<file path="src/rtl/excl_mon_pkg.sv">
package excl_mon_pkg;

  typedef enum logic [1:0] {
    ACC_RD  = 2'b00,
    ACC_WR  = 2'b01,
    ACC_XRD = 2'b10,
    ACC_XWR = 2'b11
  } acc_kind_t;

  function automatic acc_kind_t kind_of(input logic excl, input logic write);
    return acc_kind_t'({excl, write});
  endfunction

endpackage

</file>
<file path="src/rtl/excl_slot.sv">
module excl_slot #(
  parameter int AW = 32
) (
  input  logic          clk,
  input  logic          rst,
  input  logic          set_i,
  input  logic          clr_i,
  input  logic [AW-1:0] addr_i,
  output logic          vld_o,
  output logic [AW-1:0] addr_o
);

  always_ff @(posedge clk) begin
    if (rst) begin
      vld_o  <= 1'b0;
      addr_o <= '0;
    end else if (set_i) begin
      vld_o  <= 1'b1;
      addr_o <= addr_i;
    end else if (clr_i) begin
      vld_o  <= 1'b0;
    end
  end

  // a set records the masked address and validates the slot
  assert_set_records_R2: assert property (@(posedge clk) disable iff (rst)
    set_i |=> (vld_o && addr_o == $past(addr_i)));

  // a clear without a set drops the reservation
  assert_clr_drops_R4: assert property (@(posedge clk) disable iff (rst)
    (clr_i && !set_i) |=> !vld_o);

endmodule

</file>
<file path="src/rtl/excl_decide.sv">
module excl_decide
  import excl_mon_pkg::*;
#(
  parameter int AW  = 32,
  parameter int IDW = 1,
  parameter int NS  = 2
) (
  input  acc_kind_t              kind,
  input  logic [IDW-1:0]         id,
  input  logic [AW-1:0]          maddr,
  input  logic [NS-1:0]          slot_vld,
  input  logic [NS-1:0][AW-1:0]  slot_addr,
  output logic                   xsucc,
  output logic [NS-1:0]          set_vec,
  output logic [NS-1:0]          clr_vec
);

  logic [NS-1:0] own;
  logic [NS-1:0] hit;

  for (genvar s = 0; s < NS; s++) begin : g_slot
    assign own[s] = (id == IDW'(s));
    assign hit[s] = slot_vld[s] && (slot_addr[s] == maddr);
  end

  always_comb begin
    xsucc   = 1'b0;
    set_vec = '0;
    clr_vec = '0;
    unique case (kind)
      ACC_XRD: begin
        xsucc   = 1'b1;
        set_vec = own;
      end
      ACC_XWR: begin
        xsucc   = |(own & hit);
        clr_vec = own | (xsucc ? (hit & ~own) : '0);
      end
      ACC_WR: begin
        clr_vec = hit & ~own;
      end
      default: ;
    endcase
  end

endmodule

</file>
<file path="src/rtl/excl_mon_top.sv">
module excl_mon_top
  import excl_mon_pkg::*;
#(
  parameter int              AW        = 32,
  parameter int              IDW       = 1,
  parameter logic [AW-1:0]   RESV_MASK = ~(AW'(3))
) (
  input  logic           clk,
  input  logic           rst,
  input  logic           cfg_wr,
  input  logic           cfg_en,
  input  logic           ap_valid,
  input  logic [AW-1:0]  ap_addr,
  input  logic           ap_write,
  input  logic           ap_excl,
  input  logic [IDW-1:0] ap_id,
  input  logic           ap_err,
  output logic           xok,
  output logic           commit_we
);

  localparam int NS = 1 << IDW;

  logic                  en_q;
  logic [AW-1:0]         maddr;
  logic [NS-1:0]         slot_vld;
  logic [NS-1:0][AW-1:0] slot_addr;
  logic [NS-1:0]         set_vec, clr_vec;
  logic                  xsucc;
  logic                  upd;
  acc_kind_t             kind;

  assign maddr = ap_addr & RESV_MASK;
  assign kind  = kind_of(ap_excl, ap_write);
  assign upd   = ap_valid && en_q && !ap_err;

  excl_decide #(.AW(AW), .IDW(IDW), .NS(NS)) u_decide (
    .kind      (kind),
    .id        (ap_id),
    .maddr     (maddr),
    .slot_vld  (slot_vld),
    .slot_addr (slot_addr),
    .xsucc     (xsucc),
    .set_vec   (set_vec),
    .clr_vec   (clr_vec)
  );

  for (genvar s = 0; s < NS; s++) begin : g_resv
    excl_slot #(.AW(AW)) u_slot (
      .clk    (clk),
      .rst    (rst),
      .set_i  (upd && set_vec[s]),
      .clr_i  (upd && clr_vec[s]),
      .addr_i (maddr),
      .vld_o  (slot_vld[s]),
      .addr_o (slot_addr[s])
    );
  end

  always_ff @(posedge clk) begin
    if (rst) begin
      en_q      <= 1'b0;
      xok       <= 1'b1;
      commit_we <= 1'b0;
    end else begin
      if (cfg_wr) en_q <= cfg_en;
      if (ap_valid) begin
        xok       <= !ap_err && (!en_q || xsucc);
        commit_we <= ap_write && !ap_err && !(en_q && ap_excl && !xsucc);
      end else begin
        xok       <= !en_q;
        commit_we <= 1'b0;
      end
    end
  end

  // errored transfers never report success nor commit
  assert_err_blocks_R9: assert property (@(posedge clk) disable iff (rst)
    (ap_valid && ap_err) |=> (!xok && !commit_we));

  // idle data phase mirrors the inverted enable bit
  assert_idle_okay_R10: assert property (@(posedge clk) disable iff (rst)
    !ap_valid |=> (xok == !$past(en_q) && !commit_we));

  // no reservation movement while disabled
  assert_frozen_off_R8: assert property (@(posedge clk) disable iff (rst)
    (ap_valid && !en_q) |=> $stable(slot_vld));

  // an exclusive write always consumes its own slot
  assert_own_cleared_R4: assert property (@(posedge clk) disable iff (rst)
    (upd && ap_excl && ap_write) |=> !slot_vld[$past(ap_id)]);

  // enabled exclusive writes commit exactly when they succeed
  assert_fail_no_commit_R7: assert property (@(posedge clk) disable iff (rst)
    (upd && ap_excl && ap_write) |=> (commit_we == xok));

endmodule

</file>
<file path="config.mk">
export PLATFORM = sky130hd
export DESIGN_NAME = excl_mon_top
export DESIGN_NICKNAME = d
export VERILOG_FILES = /design/src/rtl/excl_mon_pkg.sv /design/src/rtl/excl_slot.sv /design/src/rtl/excl_decide.sv /design/src/rtl/excl_mon_top.sv
export SDC_FILE = /design/constraint.sdc
export NUM_CORES = 1
export LEC_CHECK = 0
export BUFFER_PORTS_ARGS = -buffer_cell sky130_fd_sc_hd__clkbuf_2
export CAP_MARGIN = 0
export CORE_MARGIN = 5
export CORE_UTILIZATION = 35
export CTS_CLUSTER_SIZE = 16
export DETAILED_ROUTE_END_ITERATION = 6
export PLACE_DENSITY = 0.5
export RECOVER_POWER = 100
export SYNTH_ARGS = -nofsm -noshare
export SYNTH_HDL_FRONTEND = slang
export SYNTH_SLANG_ARGS = --single-unit
</file>
<file path="constraint.sdc">
create_clock -name clk -period 3.1 [get_ports clk]
set_input_delay 0.155 -clock clk [delete_from_list [all_inputs] [get_ports clk]]
set_output_delay 0.155 -clock clk [all_outputs]
set_load 0.01 [all_outputs]
</file>
After elaboration in Yosys (flattened, before gate mapping) --
Cells that the tools add are included.
Operators by class: eq/ne operators 5, mux-type cells 9, bitwise operators 6, reductions and logical operators 22
Operators by type and width (number):
- equality test 30 bit | 2
- logical AND 1 bit | 13
- 2-to-1 mux 1 bit | 5
- bitwise AND 2 bit | 2
- equality test 2 bit, second input constant | 2
- logical NOT 1 bit | 4
- 2-to-1 mux 2 bit | 2
- one-hot mux 2 bit (2 select lines) | 1
- nonzero test 2 bit | 2
- OR reduction 2 bit | 2
- equality test 2 x 1 -> 1 bit, second input constant | 1
- NOT 1 bit | 2
- NOT 2 bit | 1
- OR 2 bit | 1
- one-hot mux 1 bit (2 select lines) | 1
- logical OR 1 bit | 1
Word-level totals: register bits after elaboration 65, bits of input ports 41, output and inout port bits 2, word-level logic and storage cells 49

Logic depth before layout (Yosys ltp) --
Gate-level depths: netlist (run 1).
depth in word-level cells 10, mapped depth 7, mapped depth without buffers 6

Modules after synthesis --
Synthesis (run 1) repeated with hierarchy kept, for this count alone.
Second synthesis, totals: cell total of the unflattened synthesis 348, area, all modules 3468.3 um2
By module, submodules not included:
- excl_slot | instances 2, cells an instance 108, area an instance 1204.9 um2, sequential area each 660.6 um2
- excl_decide | instances 1, cells an instance 115, area an instance 903.4 um2, sequential area each 0.0 um2
- excl_mon_top | instances 1, cells an instance 17, area an instance 155.1 um2, sequential area each 60.1 um2

Worst setup path after synthesis (run 1) --
OpenSTA, ideal clock, no wires.
path kind register to register, start register g_resv[1].u_slot.addr_o[27], end register g_resv[0].u_slot.vld_o, setup time 129 ps, arrival 1210 ps, data required time 2971 ps, setup slack 1761 ps, cell stages (with the launch flop) 7, buffers on the path 0, clock period less this slack 1339 ps, cell sequence dfxtp_1 -> xnor2_1 -> nand4_1 -> nor4_1 -> nand4_1 -> a32oi_1 -> o22ai_1
On the way: longest elaborated chain between the ends 9
Ends and longest elaborated chain:
- start, declared | RTL line excl_slot.sv:10 | output logic [AW-1:0] addr_o
- start signal, assigned | RTL line excl_slot.sv:19 | addr_o <= addr_i;
- equality test 30 bit | RTL line excl_decide.sv:23 | assign hit[s] = slot_vld[s] && (slot_addr[s] == maddr);
- logical AND 1 bit | RTL line excl_decide.sv:23
- bitwise AND 2 bit | RTL line excl_decide.sv:36 | xsucc = |(own & hit);
- OR reduction 2 bit | RTL line excl_decide.sv:36
- 2-to-1 mux 2 bit | RTL line excl_decide.sv:37 | clr_vec = own | (xsucc ? (hit & ~own) : '0);
- OR 2 bit | RTL line excl_decide.sv:37
- one-hot mux 2 bit (2 select lines) | RTL line excl_decide.sv:30 | unique case (kind)
- logical AND 1 bit | RTL line excl_mon_top.sv:53 | .clr_i (upd && clr_vec[s]),
- nonzero test 2 bit (no source line)
- end signal, assigned | RTL line excl_slot.sv:15 | vld_o <= 1'b0;
- end signal, assigned | RTL line excl_slot.sv:18 | vld_o <= 1'b1;
- end signal, assigned | RTL line excl_slot.sv:21 | vld_o <= 1'b0;
- end, declared | RTL line excl_slot.sv:9 | output logic vld_o,
Every way passes these cells. A chain may end at the register's enable or synchronous reset.

Worst setup path in the final report (run 1) --
start input port rst, end register g_resv[0].u_slot.addr_o[25]
RTL lines:
- start, declared | RTL line excl_mon_top.sv:9 | input logic rst,
- end signal, assigned | RTL line excl_slot.sv:19
- end, declared | RTL line excl_slot.sv:10
No word-level cell between the ends.

==> impl_metrics.toml, run 1 <==
[power]
p_seq_frac = 0.498
p_leak_uw = 0.00118
p_comb_frac = 0.078
pwr-share-clk = 0.424
power_density_nw_per_um2 = 492
p_int_uw = 1300
p_sw_frac = 0.233
p_sw_uw = 396
p_total_uw = 1700
max-vdd-ir-drop_mv = 0.253

[yosys]
ys_types = 28
synth_warnings = 0
synthFlopType = "dfxtp_1"
synth_top_area_cell = "dfxtp_1"
synth_top_area_frac = 0.435
synth_area_leaders = "dfxtp_1, nand2_1, xnor2_1"
postSynthCellCount = 375
ys_ff_latch = 65
seq_area_frac_synth = 0.435
synthArstFlopShare = 0
synth-edff-count = 0
avgSynthCellArea_um2 = 7.97
synth_area_um2 = 2990
synth_nets = 416

[clock_network]
clockBufferDepth = 2
cts-hold-fix-buffers = 0
cts_tree = "done"
path_clk_slew_ps = 70
clk_latency_ps = 340
cts-resized-gates = 0
numCtsBuffers = 9
htree_num_levels = 3
cts_root_buf = "clkbuf_8"
postCtsSetupRepairBufs = 0
numClockSinks = 65

[die]
ios = 43
start_util = 0.362
fp.dieW_um = 102
die_area_um2 = 10500
die_h_um = 102
floorplan.rows = 33
coreArea_um2 = 8260

[sta]
finalMaxSlewViolations = 47
clock-skew-final_ps = 4.15
final_hold_viol_count = 0
fmax_ghz = 0.420
fin_crit_sh = 0.767
fin_setup_tns_ps = 0
worst_slew_pin_slew_ps = 2160
slew_headroom = -0.441
whs_ps = 65.9
min_period_ps = 2380
setup_violations = 0
rsz0062_at_grt = "false"

[global_route]
grt_pass1_wl_mm = 12.3
overflow = 0
antenna_found_initial = 0
track_usage = 0.156
grt_max_degree = 47
grt_pass1_vias = 2402

[drt]
detail-route-antenna-nets = 0
drc = 0
via_per_inst = 4.77
drt_iter0_drc = 101
routed_wl_mm = 7.54
first_pass_iters = 4
num_vias = 2476
wire_per_inst_um = 14.5

[cells_and_area]
fin_cells = 519
final_common_cell = "nand2_1"
syn_to_final_growth_pct = 15.6
layout-drive-gt1-share = 0.135
mostFrequentLayoutCells = "nand2_1, dfxtp_1, a21oi_1"
nets = 451
antenna_cells = 0

[critical_path]
end_kind = "flop"
crit_start = "rst"
startpoint_type = "input port"
critPathMaxFanout = 46
cp.arrival_ps = 2560
crit_type = "input port to flop"
rr_startpoint = "en_q"
critPathRequiredTime_ps = 3280

[place]
dp_cells = 504
io_buffers = 40
gp_congestion = 0.745
place_hpwl_mm = 5.32

[status]
status = "finished with violations"
violations = "capacitance limit, slew limit"

[job]
cap_violations = 1

[hold_path]
hp-start = "cfg_en"
hp-class = "input port to flop"
[layer usage]
metal | vias to the layer above | GRT usage | wire length [µm]
li1 | 1307 | - | -
met5 | - | 0 | 0
met4 | 0 | 0.0454 | 66
met2 | 43 | 0.235 | 3360
met3 | 8 | 0.0498 | 337
met1 | 1118 | 0.213 | 3770
[critical path, stage by stage]
cell and delay, ps:
clkbuf_1 1510, clkbuf_1 810, a21oi_1 80
[worst paths after layout]
path	to	slack [ps]	cells past startpoint
max	g_resv[0].u_slot.addr_o[25]	720	3
min	en_q	70	3
max reg2reg	g_resv[1].u_slot.vld_o	870	5
min reg2reg	g_resv[1].u_slot.addr_o[7]	470	2
[area by class of cell]
cell class                      instances  area (µm²)
Clock buffer                           12         155
Timing Repair Buffer                   45         223
Clock inverter                          3        40.0
Tap cell                              105         131
Sequential cell                        65        1300
Fill cell                             873        4800
Multi-Input combinational cell        289        1610
[power groups by stage]
stage                     sequential, µW  clock [µW]  combinational (µW)
after detailed placement             865           0                 135
after global placement               865           0                 134
after global routing                 846         791                 145
after floorplan                      865           0                65.4
final                                846         720                 132
after CTS                            846         746                 135
[per-stage QoR]
stage | util | setup WS [ps] | area [µm²]
floorplan | - | 1760 | 2990
global placement | 0.397 | 1180 | 3280
detailed placement | 0.397 | 1120 | 3280
global route | 0.418 | 519 | 3460
CTS | 0.421 | 1110 | 3480
finish | 0.418 | 721 | 3460
[kinds of logic (layout without fill, tap and decap cells)]
kind of cell / after synthesis / after routing / synth area share
AO/OA/AOI/OAI: 69 / 69 / 0.123
XOR/XNOR: 60 / 60 / 0.176
buffers and inverters: 21 / 60 / 0.0293
flip-flops: 65 / 65 / 0.435
multiplexers: 3 / 3 / 0.0100
AND/OR/NAND/NOR: 157 / 157 / 0.226
[synthesized netlist by cell type (all sizes together), types with 2 or more instances]
library cell,number
mux2i,3
a21oi,61
nor4,9
xor2,22
nand2,125
buf,6
nor2,2
nand2b,3
nand4,12
clkbuf,15
dfxtp,65
xnor2,38
[sequential cells by signal (all words and copies together) (netlist names)]
| signal | cells |
|---|---|
| g_resv.u_slot.vld_o | 2 |
| en_q | 1 |
| xok | 1 |
| commit_we | 1 |
| g_resv.u_slot.addr_o | 60 |
(Power assumes the default switching activity.)
==> inputs of run 2 (changes only) <==
==> constraint.sdc (replaced) <==
create_clock -name clk -period 2.4 [get_ports clk]
set_input_delay 0.12 -clock clk [delete_from_list [all_inputs] [get_ports clk]]
set_output_delay 0.12 -clock clk [all_outputs]
set_load 0.01 [all_outputs]
==> run 2 against run 1 <==
The flow now finishes without violations. Sequential power increased by 29%. Sequential cell count stayed put. Core utilization fell by 0.11 points. Sequential share of layout area up 0.096 points. Non-clock buffer count is the same. Clock power grew 17%. Register-to-register slack worse by 370 ps. Final cell count is 0.19% higher. Combinational power increased by 30%.
==> impl_metrics.toml, run 2 (synthesis gave the netlist of run 1 again) <==
[status]
status = "finished clean"

[global_route]
track_usage = 0.149
grt_max_degree = 38
grt_pass1_wl_mm = 11.7
overflow = 0
antenna_found_initial = 0
grt_pass1_vias = 2196

[clock_network]
numCtsBuffers = 9
postCtsSetupRepairBufs = 0
numClockSinks = 65
cts-resized-gates = 0
clk_latency_ps = 340
htree_num_levels = 3
cts-hold-fix-buffers = 0
path_clk_slew_ps = 70
cts_tree = "done"
cts_root_buf = "clkbuf_8"
clockBufferDepth = 2

[critical_path]
rrSetupSlack_ps = 500
rr_startpoint = "en_q"
reg2reg_to = "g_resv[1].u_slot.vld_o"
critPathMaxFanout = 25
crit_family = "simple AND/OR/NAND/NOR gates"
cpPeakStageDelay_ps = 440
cpMostUsedCell = "nand2_1"
cp.arrival_ps = 2130
critPathBufInv = 1
startpoint_type = "flop"
crit_path_cell_trace = "nand2_1, nor3_1, nand2_1, clkbuf_2, a221oi_1"
slowest_stage = "clkbuf_2"
end_kind = "flop"
worst_r2r_path_depth = 5
crit_type = "flop to flop"
critPathRequiredTime_ps = 2640

[place]
io_buffers = 40
place_hpwl_mm = 5.29
post_dp_cell_area_um2 = 3290
gp_congestion = 0.776

[sta]
clock-skew-final_ps = 5.82
fin_crit_sh = 0.790
worst_slew_pin_slew_ps = 740
rsz0062_at_grt = "false"
slew_headroom = 0.507
setup_violations = 0
min_period_ps = 1900
fmax_ghz = 0.528
finalMaxSlewViolations = 0
final_hold_viol_count = 0
fin_setup_tns_ps = 0

[cells_and_area]
nets = 451
antenna_cells = 0
reg_top3 = "g_resv.u_slot.addr_o (60), g_resv.u_slot.vld_o (2)"
final_common_cell = "nand2_1"
final_cell_area_um2 = 3450
final-seq-area_um2 = 1300
mostFrequentLayoutCells = "nand2_1, dfxtp_1, a21oi_1"
fillers = 888
multi_input_area_um2 = 1590
largest_reg_flops = 60
layout-drive-gt1-share = 0.147
regMostFlops = "g_resv.u_slot.addr_o"
syn_to_final_growth_pct = 15.3

[hold_path]
hp-start = "ap_addr[30]"
hp-class = "input port to flop"
hold_path_depth = 3
whs_endpoint = "g_resv[0].u_slot.addr_o[30]"

[job]
cap_violations = 0

[power]
pwr-share-clk = 0.401
p_comb_frac = 0.081
p_sw_frac = 0.251
p_total_uw = 2110
p_leak_uw = 0.00118
max-vdd-ir-drop_mv = 0.316
p_int_uw = 1580
power_density_nw_per_um2 = 612
p_seq_frac = 0.518
p_sw_uw = 529

[die]
coreArea_um2 = 8260
ios = 43
die_area_um2 = 10500
floorplan.rows = 33
fp.dieW_um = 102
die_h_um = 102
start_util = 0.362

[drt]
num_vias = 2505
via_per_inst = 4.82
detail-route-antenna-nets = 0
drc = 0
drt_iter0_drc = 80
wire_per_inst_um = 14.6
routed_wl_mm = 7.60
first_pass_iters = 4
-- run 2: per-layer routing --
layer / track usage / vias up / wire (µm)
li1: - / 1306 / -
met1: 0.209 / 1154 / 3760
met2: 0.225 / 36 / 3450
met3: 0.0471 / 9 / 326
met4: 0.0333 / 0 / 62
met5: 0 / - / 0
-- run 2: metrics by stage --
stage               setup slack (ps)  utilization  hold slack, ps  cells
global placement                 674        0.399             365    504
finish                           504        0.417            57.0    520
CTS                              592        0.421            40.4    520
global route                     224        0.417            45.5    520
floorplan                       1060            -             256    375
detailed placement               624        0.399             412    504
-- run 2: final cells by class --
class	instances	share of cell area
clock buffer	11	0.0439
clock inverter	5	0.00871
multi-input combinational	289	0.461
sequential	65	0.377
tap	105	0.0381
timing repair buffer	45	0.0704
-- run 2: power by group through the flow --
stage                     registers, µW  logic, µW  clock network (µW)
final                              1090        171                 846
after global routing               1090        187                 937
after CTS                          1090        176                 881
after detailed placement           1120        175                   0
after global placement             1120        174                   0
after floorplan                    1120       84.4                   0
-- run 2: worst max path at each step --
stage	from	endpoint	cells past startpoint
after floorplan	g_resv[1].u_slot.addr_o[27]	g_resv[0].u_slot.vld_o	6
after global placement	g_resv[1].u_slot.addr_o[6]	commit_we	6
after detailed placement	g_resv[1].u_slot.addr_o[29]	commit_we	6
after CTS	en_q	g_resv[1].u_slot.addr_o[15]	6
after global routing	en_q	g_resv[1].u_slot.vld_o	5
final	en_q	g_resv[1].u_slot.vld_o	5
-- run 2: worst reg2reg max path, stage by stage, from the launching register on --
cell	delay [ps]
dfxtp_1	410
nand2_1	120
nor3_1	240
nand2_1	250
clkbuf_2	440
a221oi_1	350
